### config.mk
export PLATFORM = sky130hd
export DESIGN_NAME = pwm_evt_skipper
export DESIGN_NICKNAME = d
export VERILOG_FILES = /design/src/rtl/skip_pkg.sv /design/src/rtl/skip_ctrl.sv /design/src/rtl/skip_dpath.sv /design/src/rtl/pwm_evt_skipper.sv
export SDC_FILE = /design/constraint.sdc
export NUM_CORES = 1
export LEC_CHECK = 0
export ABC_AREA = 0
export BUFFER_PORTS_ARGS = -buffer_cell sky130_fd_sc_hd__buf_2
export CELL_PAD_IN_SITES_DETAIL_PLACEMENT = 0
export CELL_PAD_IN_SITES_GLOBAL_PLACEMENT = 1
export CORE_MARGIN = 10
export CORE_UTILIZATION = 43
export CTS_BUF_LIST = sky130_fd_sc_hd__clkbuf_2
export DETAILED_ROUTE_END_ITERATION = 12
export GPL_ROUTABILITY_DRIVEN = 1
export GPL_TIMING_DRIVEN = 0
export PLACE_DENSITY_LB_ADDON = 0.25
export SLEW_MARGIN = 20
export SYNTH_ARGS = -nofsm -noshare
export SYNTH_HDL_FRONTEND = slang
export SYNTH_SLANG_ARGS = --single-unit
### constraint.sdc
create_clock -name clk -period 2.1 [get_ports clk]
set_input_delay 0.105 -clock clk [delete_from_list [all_inputs] [get_ports clk]]
set_output_delay 0.105 -clock clk [all_outputs]
set_load 0.02 [all_outputs]
### src/rtl/skip_pkg.sv
package skip_pkg;
  localparam int NSRC   = 2;
  localparam int SKIP_W = 3;
  localparam int FIELD_W = SKIP_W + 1;
  localparam int DATA_W = NSRC * FIELD_W;
  localparam int ADDR_W = 2;
  localparam int LINK_W = 3 * NSRC;

  localparam logic [ADDR_W-1:0] ADDR_CFG  = 2'd0;
  localparam logic [ADDR_W-1:0] ADDR_LINK = 2'd1;
  localparam logic [ADDR_W-1:0] ADDR_STAT = 2'd2;

  // Per-cycle strobes from control to datapath
  typedef struct packed {
    logic [NSRC-1:0] evt;
    logic [NSRC-1:0] pass;
    logic [NSRC-1:0] flagClr;
  } skipStrobe_t;

  // Static gating settings
  typedef struct packed {
    logic [NSRC-1:0] adcLink;
    logic [NSRC-1:0] bufLink;
    logic [NSRC-1:0] irqEn;
  } linkCfg_t;
endpackage

### src/rtl/skip_ctrl.sv
module skip_ctrl
  import skip_pkg::*;
(
  input  logic                  clk,
  input  logic                  rstN,
  input  logic                  wrEn,
  input  logic [ADDR_W-1:0]     wrAddr,
  input  logic [DATA_W-1:0]     wrData,
  input  logic [NSRC-1:0]       evtIn,
  output skipStrobe_t           strobe,
  output linkCfg_t              linkCfg,
  output logic [DATA_W-1:0]     cfgRd,
  output logic [DATA_W-1:0]     linkRd
);
  logic cfgWr, linkWr, statWr;
  logic [NSRC-1:0] passVec;
  logic [LINK_W-1:0] linkQ;

  assign cfgWr  = wrEn && (wrAddr == ADDR_CFG);
  assign linkWr = wrEn && (wrAddr == ADDR_LINK);
  assign statWr = wrEn && (wrAddr == ADDR_STAT);

  for (genvar i = 0; i < NSRC; i++) begin : g_src
    localparam int BASE = i * FIELD_W;
    logic [SKIP_W-1:0] skipQ, cntQ, cntD, cntInc;
    logic enQ, passC, enWr;

    assign enWr   = wrData[BASE + SKIP_W];
    assign cntInc = cntQ + 1'b1;

    always_comb begin
      passC = 1'b0;
      cntD  = cntQ;
      if (!enQ) begin
        passC = evtIn[i];
        cntD  = '0;
      end else if (evtIn[i]) begin
        if (skipQ == '0 || cntInc == skipQ) begin
          passC = 1'b1;
          cntD  = '0;
        end else begin
          cntD = cntInc;
        end
      end
      if (cfgWr && !enWr) cntD = '0;
    end

    always_ff @(posedge clk or negedge rstN) begin
      if (!rstN) begin
        enQ   <= 1'b0;
        skipQ <= '0;
        cntQ  <= '0;
      end else begin
        cntQ <= cntD;
        if (cfgWr) begin
          enQ <= enWr;
          if (!enQ) skipQ <= wrData[BASE +: SKIP_W];
        end
      end
    end

    assign passVec[i] = passC;
    assign cfgRd[BASE +: FIELD_W] = {enQ, skipQ};
  end

  always_ff @(posedge clk or negedge rstN) begin
    if (!rstN)       linkQ <= '0;
    else if (linkWr) linkQ <= wrData[LINK_W-1:0];
  end

  assign linkCfg = linkQ;
  assign linkRd  = DATA_W'(linkQ);

  assign strobe.evt     = evtIn;
  assign strobe.pass    = passVec;
  assign strobe.flagClr = statWr ? wrData[NSRC-1:0] : '0;
endmodule

### src/rtl/skip_dpath.sv
module skip_dpath
  import skip_pkg::*;
(
  input  logic              clk,
  input  logic              rstN,
  input  skipStrobe_t       strobe,
  input  linkCfg_t          linkCfg,
  output logic [NSRC-1:0]   irqQ,
  output logic [NSRC-1:0]   bufQ,
  output logic [NSRC-1:0]   adcQ,
  output logic [NSRC-1:0]   flagQ,
  output logic [DATA_W-1:0] statRd
);
  always_ff @(posedge clk or negedge rstN) begin
    if (!rstN) begin
      irqQ  <= '0;
      bufQ  <= '0;
      adcQ  <= '0;
      flagQ <= '0;
    end else begin
      irqQ  <= strobe.pass & linkCfg.irqEn;
      bufQ  <= strobe.pass | (strobe.evt & ~linkCfg.bufLink);
      adcQ  <= strobe.pass | (strobe.evt & ~linkCfg.adcLink);
      flagQ <= (flagQ & ~strobe.flagClr) | strobe.pass;
    end
  end

  assign statRd = DATA_W'(flagQ);
endmodule

### src/rtl/pwm_evt_skipper.sv
module pwm_evt_skipper
  import skip_pkg::*;
(
  input  logic        clk,
  input  logic        rstN,
  input  logic        regWrEn,
  input  logic [1:0]  regAddr,
  input  logic [7:0]  regWrData,
  output logic [7:0]  regRdData,
  input  logic        crestEvt,
  input  logic        troughEvt,
  output logic        crestIrq,
  output logic        troughIrq,
  output logic        crestFlag,
  output logic        troughFlag,
  output logic        crestBufXfer,
  output logic        troughBufXfer,
  output logic        crestAdcTrig,
  output logic        troughAdcTrig
);
  skipStrobe_t strobe;
  linkCfg_t linkCfg;
  logic [DATA_W-1:0] cfgRd, linkRd, statRd;
  logic [NSRC-1:0] irqQ, bufQ, adcQ, flagQ;

  skip_ctrl ctrl_i (
    .clk(clk), .rstN(rstN), .wrEn(regWrEn), .wrAddr(regAddr),
    .wrData(regWrData), .evtIn({troughEvt, crestEvt}),
    .strobe(strobe), .linkCfg(linkCfg), .cfgRd(cfgRd), .linkRd(linkRd)
  );

  skip_dpath dpath_i (
    .clk(clk), .rstN(rstN), .strobe(strobe), .linkCfg(linkCfg),
    .irqQ(irqQ), .bufQ(bufQ), .adcQ(adcQ), .flagQ(flagQ), .statRd(statRd)
  );

  always_comb begin
    case (regAddr)
      ADDR_CFG:  regRdData = cfgRd;
      ADDR_LINK: regRdData = linkRd;
      ADDR_STAT: regRdData = statRd;
      default:   regRdData = '0;
    endcase
  end

  assign crestIrq      = irqQ[0];
  assign troughIrq     = irqQ[1];
  assign crestFlag     = flagQ[0];
  assign troughFlag    = flagQ[1];
  assign crestBufXfer  = bufQ[0];
  assign troughBufXfer = bufQ[1];
  assign crestAdcTrig  = adcQ[0];
  assign troughAdcTrig = adcQ[1];
endmodule

==> impl_metrics.env <==
export IMPL_status="finished, final reports clean"
export IMPL_synth_top_area_share_pct=50.18
export IMPL_grt_pass1_wl_mm=5.664
export IMPL_die_w_microns=76.99
export IMPL_die_h_microns=76.99
export IMPL_synth_simple_gate_area_share_pct=16.58
export IMPL_power_mw=1.602
export IMPL_synthArstFlopShare_pct=100.0
export IMPL_final_area_sq_um=1738
export IMPL_clkLatencyLatePin_ps=350
export IMPL_clockBufferDepth=2
export IMPL_final_cells=214
export IMPL_yosysTopAreaCell="dfrtp_1"
export IMPL_grt_pass1_vias=1221
export IMPL_initial_core_util_pct=45.37
export IMPL_layout_commonest_cell="buf_2"
export IMPL_fin_crit_ps=1920
export IMPL_switching_share_pct=38.03
export IMPL_drv_slew=0
export IMPL_grt_usage_pct=11.54
export IMPL_arrival_ps=2240
export IMPL_post_cts_setup_buffers=0
export IMPL_diodes=0
export IMPL_ys_seq_area_share_pct=50.18
export IMPL_pwr_share_comb_pct=39.4
export IMPL_die_area_sq_um=5927
export IMPL_place_congestion=0.7717
export IMPL_path_class="reg -> reg"
export IMPL_synth_edff_count=0
export IMPL_drc=0
export IMPL_syn_to_final_growth_pct=24.46
export IMPL_num_fill_cells=303
export IMPL_layout_nets=188
export IMPL_netlist_area_sq_um=1396
export IMPL_p_int_mw=0.9929
export IMPL_period_share_pct=91.42
export IMPL_viasPerCell=5.187
export IMPL_vdd_drop_max_uv=401.7
export IMPL_synthCells=125
export IMPL_grt_max_degree=29
export IMPL_synth_top_cells_by_area="dfrtp_1, mux2_1, mux2_2"
export IMPL_synthMuxAreaShare_pct=14.78
export IMPL_clk_pin_slew_ps=250
export IMPL_boundaryPins=31
export IMPL_max_cap_violations=0
export IMPL_power_density_nw_per_um2=921.9
export IMPL_cts_tree="built"
export IMPL_synth_nets=142
export IMPL_finalSetupViolCount=0
export IMPL_synth_fa_ha_area_share_pct=1.792
export IMPL_pwr_share_seq_pct=48.6
export IMPL_drtIter0Drc=56
export IMPL_cp_required_ps=2420
export IMPL_worst_slack_ps=180.1
export IMPL_wl_per_cell_microns=15.38
export IMPL_io_buffers=30
export IMPL_placedInstanceArea_sq_um=1602
export IMPL_cp_max_fo=4
export IMPL_post_place_ws_ps=132.1
export IMPL_worst_pin_slew_ps=617.8
export IMPL_rsz0062_at_grt="no"
export IMPL_wl_mm=3.291
export IMPL_synth_top_family_by_area="simple AND/OR/NAND/NOR gates"
export IMPL_fmax_mhz=520.9
export IMPL_h_tree_depth=1
export IMPL_path_cells="ha_1, xnor3_1, a31o_1, or3_1, a21oi_2"
export IMPL_crit_path_max_incr_delay_ps=480
export IMPL_hold_viol=0
export IMPL_startpoint_type="flop"
export IMPL_p_clk_share_pct=12.1
export IMPL_vias=1110
export IMPL_dp_cells=199
export IMPL_final_cell_mix="buf_2, dfrtp_1, dlygate4sd3_1"
export IMPL_clock_skew_final_ps=7.937
export IMPL_drtPass1Iterations=3
export IMPL_ys_ff_latch=28
export IMPL_clock_sinks=28
export IMPL_grt_overflow=0
export IMPL_yosys_area_share_xor_xnor_pct=5.376
export IMPL_synth_compound_area_share_pct=9.946
export IMPL_synth_warnings=0
export IMPL_p_leak_nw=0.8042
export IMPL_critPathCaptureType="flop"
export IMPL_root_buffer="clkbuf_2"
export IMPL_syn_avg_cell_area_sq_um=11.17
export IMPL_slew_headroom_pct=58.81
export IMPL_tns_ps=0
export IMPL_layout_drive_gt1_share_pct=24.12
export IMPL_ys_types=33
export IMPL_cp_slowest_cell="dfrtp_1"
export IMPL_ant_nets=0
export IMPL_dp_hpwl_mm=2.523
export IMPL_cts_buffers=3
export IMPL_switchingPower_mw=0.6093
export IMPL_min_path_type="in -> reg"
export IMPL_rows=20
export IMPL_synthFlopType="dfrtp_1"
export IMPL_core_sq_um=3078
export IMPL_grt_antenna_before_repair=0
cells by family after synthesis:
kind of cell               count (synthesis)
buffers and inverters                      5
xor gates and xnor gates                   7
DFF                                       28
adders and majority gates                  2
muxes                                     19
and+or+nand+nor                           44
AOI/OAI and AO/OA                         20
timing repair:
item / in CTS / in global routing
endpoints found under the setup margin: 0 / 1
hold buffers: 11 / 0
endpoints found under the hold margin: 48 / 0
resized for setup: 0 / 1
cell type report:
| cell class | count | area (sq um) | share of cell area [%] |
|---|---|---|---|
| Multi-Input combinational cell | 92 | 684.4 | 39.38 |
| Tap cell | 44 | 55.05 | 3.168 |
| Clock inverter | 1 | 3.754 | 0.2160 |
| Sequential cell | 28 | 700.7 | 40.32 |
| Clock buffer | 3 | 15.01 | 0.8639 |
| Timing Repair Buffer | 41 | 260.3 | 14.97 |
| Buffer | 4 | 15.01 | 0.8639 |
| Inverter | 1 | 3.754 | 0.2160 |
worst max-delay path, delay by kind of cell, from the launching register on:
kind / cells / cell delay [ps]
AND/OR/NAND/NOR: 1 / 370
AO/OA/AOI/OAI: 2 / 400
flip-flops: 1 / 480
adder cells (fa/ha/maj): 1 / 260
XOR/XNOR: 1 / 360
through the flow:
stage / util, % / hold slack [ps]
detailed placement: 52.03 / 159.5
global placement: 52.03 / 155.2
finish: 56.46 / 105.7
CTS: 56.22 / 88.70
global route: 56.46 / 78.09
floorplan: - / -190.6
Yosys cell counts (2+ instances only):
library cell / number
and3_1: 3
nand2_1: 9
clkbuf_1: 4
xnor2_1: 3
mux2i_1: 6
nand3_1: 3
nor3b_1: 2
a21boi_1: 4
nor3_1: 2
nand4b_1: 2
ha_1: 2
nor2_1: 10
dfrtp_1: 28
o21ai_1: 3
mux2_2: 6
nor2b_1: 5
mux2_1: 7
nand4_1: 5
a22o_1: 2
xor2_1: 3
a31oi_1: 2
a21oi_1: 3
per-layer routing:
layer,global-route usage (%),wire (microns)
met1,11.81,1311
met2,22.26,1837
met3,2.448,89
met4,4.197,52
met5,0,0
power groups by stage:
stage	sequential [mW]	combinational, mW	clock (mW)
after floorplan	0.796	0.413	0
after global placement	0.785	0.582	0
after detailed placement	0.792	0.606	0
after CTS	0.779	0.624	0.206
after global routing	0.799	0.702	0.224
final	0.778	0.631	0.194
flip-flops by register name, summed over array words and instances, names as in the netlist:
signal              cells
ctrl_i.g_src.cntQ       6
ctrl_i.g_src.enQ        2
ctrl_i.g_src.skipQ      6
ctrl_i.linkCfg          6
dpath_i.adcQ            2
dpath_i.bufQ            2
dpath_i.flagQ           2
dpath_i.irqQ            2
path summary, 6_finish.rpt:
path                                          from                       to  slack (ps)  cells after the start
setup / recovery           ctrl_i.g_src[0].cntQ[0]  ctrl_i.g_src[0].cntQ[0]         180                      5
hold / removal                             regWrEn         dpath_i.flagQ[0]         110                      3
setup reg to reg           ctrl_i.g_src[0].cntQ[0]  ctrl_i.g_src[0].cntQ[0]         180                      5
hold reg to reg                  ctrl_i.linkCfg[2]          dpath_i.bufQ[0]         490                      1
max in group asynchronous                     rstN        ctrl_i.linkCfg[0]        1450                      2
min in group asynchronous                     rstN  ctrl_i.g_src[0].cntQ[0]         240                      2
Note: power is estimated with default switching activity, not from simulation.
